==> src/rtl/pwm_center_pkg.sv <==
package pwm_center_pkg;

  // Strobes and state flags passed from the counter control to the datapath.
  typedef struct packed {
    logic xfer;     // load pending buffers into working registers at this edge
    logic running;  // counter is live (enable seen on a previous edge)
    logic dirUp;    // counter is in the rising half
  } ctl_strb_t;

  function automatic int addrBits(input int n);
    return (n < 2) ? 1 : $clog2(n);
  endfunction

endpackage

==> src/rtl/pwm_center_ctrl.sv <==
module pwm_center_ctrl
  import pwm_center_pkg::*;
#(
  parameter int              CNT_W   = 16,
  parameter logic [CNT_W-1:0] DEF_MOD = CNT_W'(100)
) (
  input  logic             clk,
  input  logic             rstN,
  input  logic             enable,
  input  logic [CNT_W-1:0] modAct,
  input  logic [CNT_W-1:0] modNext,
  output logic [CNT_W-1:0] count,
  output ctl_strb_t        strb
);

  localparam logic [CNT_W-1:0] ONE = CNT_W'(1);

  logic             running;
  logic             dirUp;
  logic             atTop;
  logic [CNT_W-1:0] countInc;
  logic [CNT_W-1:0] countDec;

  assign countInc = count + ONE;
  assign countDec = count - ONE;

  // Last cycle of a period: rising half, one below the modulo
  assign atTop = running && dirUp && (countInc == modAct);

  always_comb begin
    strb.xfer    = !enable || !running || atTop;
    strb.running = running;
    strb.dirUp   = dirUp;
  end

  always_ff @(posedge clk or negedge rstN) begin
    if (!rstN) begin
      count   <= DEF_MOD;
      running <= 1'b0;
      dirUp   <= 1'b0;
    end else if (!enable || !running) begin
      // Parked: hold at the modulo that the next period will use
      count   <= modNext;
      dirUp   <= 1'b0;
      running <= enable;
    end else if (!dirUp) begin
      count <= countDec;
      if (count == ONE) dirUp <= 1'b1;
    end else if (atTop) begin
      count <= modNext;
      dirUp <= 1'b0;
    end else begin
      count <= countInc;
    end
  end

endmodule

==> src/rtl/pwm_center_cmp.sv <==
module pwm_center_cmp #(
  parameter int CNT_W = 16
) (
  input  logic             running,
  input  logic [CNT_W-1:0] count,
  input  logic [CNT_W-1:0] level,
  output logic             active
);

  logic dark;

  // Zero and sign-set levels force a silent period
  assign dark   = (level == '0) || level[CNT_W-1];
  assign active = running && !dark && (count < level);

endmodule

==> src/rtl/pwm_center_dp.sv <==
module pwm_center_dp
  import pwm_center_pkg::*;
#(
  parameter int               NUM_CH  = 4,
  parameter int               CNT_W   = 16,
  parameter int               ADDR_W  = 3,
  parameter logic [CNT_W-1:0] DEF_MOD = CNT_W'(100)
) (
  input  logic                         clk,
  input  logic                         rstN,
  input  logic                         wrEn,
  input  logic [ADDR_W-1:0]            wrAddr,
  input  logic [CNT_W-1:0]             wrData,
  input  logic [CNT_W-1:0]             count,
  input  ctl_strb_t                    strb,
  output logic [CNT_W-1:0]             modAct,
  output logic [CNT_W-1:0]             modNext,
  output logic [NUM_CH-1:0][CNT_W-1:0] chActive,
  output logic [NUM_CH-1:0]            pwmOut,
  output logic                         periodStart
);

  logic [CNT_W-1:0] modBuf;
  logic             modPend;
  logic             wrMod;

  assign wrMod = wrEn && (wrAddr == '0);  // address 0

  // Modulo holding / working pair
  always_ff @(posedge clk or negedge rstN) begin
    if (!rstN) begin
      modBuf  <= DEF_MOD;
      modAct  <= DEF_MOD;
      modPend <= 1'b0;
    end else begin
      if (wrMod) modBuf <= wrData;
      if (strb.xfer && modPend) modAct <= modBuf;
      modPend <= wrMod || (modPend && !strb.xfer);
    end
  end

  assign modNext = modPend ? modBuf : modAct;

  // Per-channel holding / working pair and comparator
  for (genvar g = 0; g < NUM_CH; g++) begin : g_ch
    logic [CNT_W-1:0] bufVal;
    logic [CNT_W-1:0] actVal;
    logic             pend;
    logic             hit;

    assign hit = wrEn && (wrAddr == ADDR_W'(g + 1));

    always_ff @(posedge clk or negedge rstN) begin
      if (!rstN) begin
        bufVal <= '0;
        actVal <= '0;
        pend   <= 1'b0;
      end else begin
        if (hit) bufVal <= wrData;
        if (strb.xfer && pend) actVal <= bufVal;
        pend <= hit || (pend && !strb.xfer);
      end
    end

    assign chActive[g] = actVal;

    pwm_center_cmp #(.CNT_W(CNT_W)) u_cmp (
      .running (strb.running),
      .count   (count),
      .level   (actVal),
      .active  (pwmOut[g])
    );
  end

  // first cycle of a period sits at the modulo in the falling half
  assign periodStart = strb.running && !strb.dirUp && (count == modAct);

endmodule

==> src/rtl/pwm_center.sv <==
module pwm_center
  import pwm_center_pkg::*;
#(
  parameter int               NUM_CH  = 4,
  parameter int               CNT_W   = 16,
  parameter logic [CNT_W-1:0] DEF_MOD = CNT_W'(100),
  localparam int              ADDR_W  = addrBits(NUM_CH + 1)
) (
  input  logic              clk,
  input  logic              rstN,
  input  logic              enable,
  input  logic              wrEn,
  input  logic [ADDR_W-1:0] wrAddr,
  input  logic [CNT_W-1:0]  wrData,
  output logic [NUM_CH-1:0] pwmOut,
  output logic              periodStart
);

  logic [CNT_W-1:0]             count;
  logic [CNT_W-1:0]             modAct;
  logic [CNT_W-1:0]             modNext;
  logic [NUM_CH-1:0][CNT_W-1:0] chActive;
  ctl_strb_t                    strb;

  pwm_center_ctrl #(.CNT_W(CNT_W), .DEF_MOD(DEF_MOD)) u_ctrl (
    .clk     (clk),
    .rstN    (rstN),
    .enable  (enable),
    .modAct  (modAct),
    .modNext (modNext),
    .count   (count),
    .strb    (strb)
  );

  pwm_center_dp #(
    .NUM_CH (NUM_CH),
    .CNT_W  (CNT_W),
    .ADDR_W (ADDR_W),
    .DEF_MOD(DEF_MOD)
  ) u_dp (
    .clk         (clk),
    .rstN        (rstN),
    .wrEn        (wrEn),
    .wrAddr      (wrAddr),
    .wrData      (wrData),
    .count       (count),
    .strb        (strb),
    .modAct      (modAct),
    .modNext     (modNext),
    .chActive    (chActive),
    .pwmOut      (pwmOut),
    .periodStart (periodStart)
  );

endmodule

==> config.mk <==
export PLATFORM = sky130hd
export DESIGN_NAME = pwm_center
export DESIGN_NICKNAME = d
export VERILOG_FILES = /design/src/rtl/pwm_center_pkg.sv /design/src/rtl/pwm_center_ctrl.sv /design/src/rtl/pwm_center_cmp.sv /design/src/rtl/pwm_center_dp.sv /design/src/rtl/pwm_center.sv
export SDC_FILE = /design/constraint.sdc
export NUM_CORES = 1
export LEC_CHECK = 0
export ABC_AREA = 1
export BUFFER_PORTS_ARGS = -buffer_cell sky130_fd_sc_hd__buf_2
export CORE_MARGIN = 4
export CORE_UTILIZATION = 25
export DETAILED_ROUTE_END_ITERATION = 6
export PLACE_DENSITY = 0.44
export SYNTH_ARGS = -nofsm -noshare
export SYNTH_HDL_FRONTEND = slang
export SYNTH_SLANG_ARGS = --single-unit
==> constraint.sdc <==
create_clock -name clk -period 7 [get_ports clk]
set_input_delay 0.7 -clock clk [delete_from_list [all_inputs] [get_ports clk]]
set_output_delay 0.7 -clock clk [all_outputs]
set_load 0.05 [all_outputs]
## After elaboration in Yosys (flattened, before gate mapping)

Cells that the tools add are included.

- Input port bits: 23
- Flip-flop bits (word level): 183
- Output and inout port bits: 5
- Logic and storage cells: 90

- Add/subtract/negate cells: 2
- Reduce and logical (&&, ||, !) cells: 51
- Equality and inequality tests: 7
- Mux-type cells: 8
- Order comparisons: 4

Operators by type and width:

| kind | count |
|---|---|
| $logic_not 16->1 | 4 |
| $lt 16x16->1 | 4 |
| $mux 16 | 4 |
| $eq 16x16->1 | 2 |
| $logic_and 1x1->1 | 27 |
| $add 16x1->16 const B | 1 |
| $eq 16x1->1 const B | 1 |
| $sub 16x1->16 const B | 1 |
| $logic_or 1x1->1 | 11 |
| $logic_not 1->1 | 8 |
| $eq 3x2->1 const B | 2 |
| $mux 1 | 4 |
| $eq 3x1->1 const B | 1 |
| $eq 3x3->1 const B | 1 |
| $logic_not 3->1 | 1 |

## Depth between registers and ports, before layout

- Depth in word-level cells: 7
- Depth in mapped cells: 16
- Gate-level depth less buffers: 16

## Cells and area by module

From an unflattened synthesis, not the netlist that was laid out.

- Cells, all modules: 1290
- Area total of the unflattened synthesis: 10965.5 um^2

By module, submodules not included:

| module | instances | cells an instance | sequential area each (um^2) | area an instance (um^2) |
|---|---|---|---|---|
| pwm_center_dp | 1 | 594 | 4136.5 | 6845.3 |
| pwm_center_ctrl | 1 | 388 | 454.2 | 2288.4 |
| pwm_center_cmp | 4 | 77 | 0.0 | 457.9 |

## Least setup slack after synthesis

No wires, ideal clock.

- Kind: register -> output
- Start: reg u_ctrl.count[8]
- End: out periodStart
- Cell stages (with the launch flop): 7
- Required time: 6.300 ns
- Buffers on the path: 1
- Arrival time: 2.169 ns
- Slack: 4.131 ns
- Path through: dfrtp_1 -> buf_4 -> inv_1 -> o22ai_1 -> nor4_1 -> nand2_1 -> nor3_1

- Cells in the longest elaborated chain, start to end: 2

RTL lines:

| what | line | source |
|---|---|---|
| start: declaration | pwm_center_ctrl.sv:12 | `output logic [CNT_W-1:0] count,` |
| start signal: assignment | pwm_center_ctrl.sv:43 | `count <= modNext;` |
| start signal: assignment | pwm_center_ctrl.sv:47 | `count <= countDec;` |
| start signal: assignment | pwm_center_ctrl.sv:50 | `count <= modNext;` |
| $eq 16x16->1 | pwm_center_dp.sv:76 | `assign periodStart = strb.running && !strb.dirUp && (count == modAct);` |
| $logic_and 1x1->1 | pwm_center_dp.sv:76 |  |
| end: declaration | pwm_center.sv:16 | `output logic periodStart` |

No other way between the ends.

## Final worst setup path

- Start: reg u_ctrl.count[0]
- End: reg u_dp.g_ch[2].actVal[9]

- Cells in the longest elaborated chain, start to end: 5

RTL lines:

| what | line | source |
|---|---|---|
| $add 16x1->16 | pwm_center_ctrl.sv:24 | `assign countInc = count + ONE;` |
| $eq 16x16->1 | pwm_center_ctrl.sv:28 | `assign atTop = running && dirUp && (countInc == modAct);` |
| $logic_and 1x1->1 | pwm_center_ctrl.sv:28 |  |
| $logic_or 1x1->1 | pwm_center_ctrl.sv:31 | `strb.xfer = !enable \|\| !running \|\| atTop;` |
| $logic_and 1x1->1 | pwm_center_dp.sv:60 | `if (strb.xfer && pend) actVal <= bufVal;` |
| end signal: assignment | pwm_center_dp.sv:60 |  |
| end: declaration | pwm_center_dp.sv:47 | `logic [CNT_W-1:0] actVal;` |

No other way between the ends.
A chain may end at the register's enable or synchronous reset.

==> run metrics <==
n_diodes=0; Critical-path top delay cell=dfrtp_1; clock skew=15.40 ps; Die Footprint=47310 sq um; met3 wire len=1342 um; Slowest Stage Delay on Critical Path=670 ps; post-route met1 wirelength=17150 um; Max-slew headroom=0.2480; Synth Register Bits=183; largest net degree at the start of global routing=79; crit-path leading delay family=simple AND/OR/NAND/NOR gates; CP required=7320 ps; row cnt=76; Post-synth ARST share=1.000; Post-layout nets=1460; DP Area=11560 sq um; Avg WL per Cell=17.90 um; final worst path period need=4051 ps; TritonCTS clock tree=yes; CP Cell Sequence=inv_2, ha_1, inv_1, nand2_1, nand3b_1, nor2_1, nand2_1, nor2_1, nand3_1, nor2_4, nand3_4, nand2_8, nand2_2, nand2_1, nand2_1; EDFF count, synth=0; Die Width=217.5 um; final setup fails=0; Critical Path AT=4370 ps; core area=43270 sq um; IO Port Bufs=27; final setup margin=2949 ps; max-cap violation count=0; Top cell by count, worst path=nand2_1; Iter 0 DRT Violations=792; Reg clk slew, reported paths=80 ps; CTS Buf Count=17; power per cell area=313.1 nW/um^2; Final GP Congestion=0.8704; clk_lat worst skew=440 ps; Total Routing Usage GR=0.1510; vias=9091; post-synthesis sequential area ratio=0.4184; Pwr Total=3.794 mW; post-cts sizing count=0; FF-to-FF setup slack=2950 ps; most frequent cells in the layout=nand2_1, dfrtp_1, inv_1; clk sink count=183; critical path launch point type=flip-flop; Post-DP HPWL=24480 um; CP bufs+invs=2; Starting Density=0.2536; Ports=28; outcome=finished, final reports clean; kind of critical path=reg2reg; syn nets=1462; Max Freq=0.2469 GHz; post-synth cell types=44; peak supply drop=0.1584 mV; fin. max-slew vios=0; CTS Hold Buffers Added=0; Hold/Removal Path Class=in2async; most common cell after layout, fill and taps aside=nand2_1; DRC viols=0; first-pass iteration count of the detailed router=5; design area=12120 sq um; highest metal used=met4; Worst setup EP type=flip-flop; Overflow after GRT=0; vias in the first global route=8890; CP max FO=78; Post-Syn Area per Cell=7.975 sq um; Netlist Area Pre-Place=10970 sq um; Yosys warnings=0; initial antenna violation count=0; Final TNS setup=0 ps; Fin. Hold Viols=0; Root Driver=clkbuf_16; Gate Count Post-Synth=1376; Synth Flop Type=dfrtp_1; Die H=217.5 um; Final Cycle Share=0.5787; Area growth syn-to-layout=10.46%; Core Util, Final=0.2801; via density per instance=4.610; met2 WL post-DR=16300 um; antenna viol nets, final=0; RSZ-0062 raised after global routing=no; layout cells sized above 1=0.1233; dpl ws=2977 ps; Routed WL=35300 um; measured slew at the worst slew-check pin=1125 ps; H-tree depth=4; setup repair bufs after CTS=0; Leak=5.837 nW; CTS Buffer Depth=2; global-route wire length before repair=54470 um
[cell families (layout without fill, tap and decap cells)]
family	after synthesis	count (layout)	share of synthesized area
xor gates and xnor gates	12	12	0.009579
buffers and inverters	229	240	0.09441
DFF	183	183	0.4184
adders and majority gates	63	63	0.07184
AOI/OAI and AO/OA	206	206	0.1001
and+or+nand+nor	683	683	0.3057
[synth_stat cells, types with 2 or more instances]
| library cell | instances | share of area |
|---|---|---|
| inv_1 | 162 | 0.055 |
| nand3_1 | 87 | 0.040 |
| nand2_2 | 6 | 0.0034 |
| dfrtp_1 | 174 | 0.40 |
| nand3b_1 | 5 | 0.0034 |
| ha_1 | 63 | 0.072 |
| o211ai_1 | 8 | 0.0055 |
| buf_8 | 4 | 0.0055 |
| nand2_1 | 403 | 0.14 |
| buf_1 | 2 | 0.00068 |
| xnor2_1 | 3 | 0.0024 |
| nand4_1 | 33 | 0.019 |
| a211oi_1 | 4 | 0.0027 |
| nor3_1 | 8 | 0.0036 |
| buf_2 | 20 | 0.0091 |
| dfstp_2 | 9 | 0.022 |
| nand3_2 | 60 | 0.055 |
| o21ai_1 | 12 | 0.0055 |
| xor2_1 | 9 | 0.0072 |
| nor2_4 | 6 | 0.0062 |
| a21oi_1 | 58 | 0.026 |
| a2111oi_0 | 3 | 0.0024 |
| buf_4 | 11 | 0.0075 |
| clkbuf_1 | 24 | 0.0082 |
| o21ai_0 | 110 | 0.050 |
| inv_2 | 2 | 0.00068 |
| a221oi_1 | 2 | 0.0016 |
| nand2_4 | 2 | 0.0021 |
| nor2_1 | 47 | 0.016 |
| nor2_2 | 5 | 0.0029 |
| buf_12 | 4 | 0.0073 |
| o22ai_1 | 5 | 0.0029 |
| nor4_1 | 13 | 0.0074 |
| nand4_2 | 2 | 0.0023 |
[metrics by stage]
step | hold slack [ps] | instances
3_5_place_dp | 459.6 | 1940
3_3_place_gp | 455.3 | 1940
6_report | 210.9 | 1972
2_1_floorplan | 404.4 | 1376
5_1_grt | 254.4 | 1972
4_1_cts | 234.9 | 1972
[worst register-to-register path, cell delays in order, from the launching register on]
cell	delay (ps)
dfrtp_1	670
inv_2	260
ha_1	410
inv_1	50
nand2_1	60
nand3b_1	70
nor2_1	290
nand2_1	90
nor2_1	90
nand3_1	140
nor2_4	160
nand3_4	280
nand2_8	610
nand2_2	530
nand2_1	160
nand2_1	60
[layout make-up]
cell class | instances | area [sq um]
clock inverters | 12 | 117.6
fillers | 4698 | 31150
inverters | 164 | 615.6
clock buffers | 20 | 446.7
flip-flops and latches | 183 | 4591
well taps | 585 | 732.0
repair buffers | 44 | 271.5
multi-input cells | 964 | 5346
[flip-flops by register name (all words and copies together) (netlist names)]
| signal | cells |
|---|---|
| u_ctrl.running | 1 |
| u_dp.g_ch.actVal | 64 |
| u_ctrl.dirUp | 1 |
| u_ctrl.count | 16 |
| u_dp.g_ch.bufVal | 64 |
| u_dp.modBuf | 16 |
| u_dp.modAct | 16 |
| u_dp.g_ch.pend | 4 |
| u_dp.modPend | 1 |
[routing by layer]
metal | vias to the layer above | GRT usage
met4 | 0 | 0.03625
met5 | - | 0
met3 | 24 | 0.02006
li1 | 4505 | -
met1 | 4359 | 0.2138
met2 | 203 | 0.2453
[power by group]
group	switching (mW)	total, mW	internal, mW
Clock	0.443	0.950	0.507
Combinational	0.805	1.25	0.446
Sequential	0.291	1.59	1.30
[worst paths after layout]
path                                        start                       to  cells after the start
min in group clk                           enable           u_ctrl.running                      1
max in group asynchronous                    rstN  u_dp.g_ch[2].actVal[12]                      2
setup / recovery                  u_ctrl.count[0]   u_dp.g_ch[2].actVal[9]                     15
setup reg to reg                  u_ctrl.count[0]   u_dp.g_ch[2].actVal[9]                     15
hold reg to reg            u_dp.g_ch[2].actVal[2]   u_dp.g_ch[2].actVal[2]                      2
hold / removal                               rstN          u_ctrl.count[3]                      1
No activity file was read; power rests on OpenSTA's default activity.
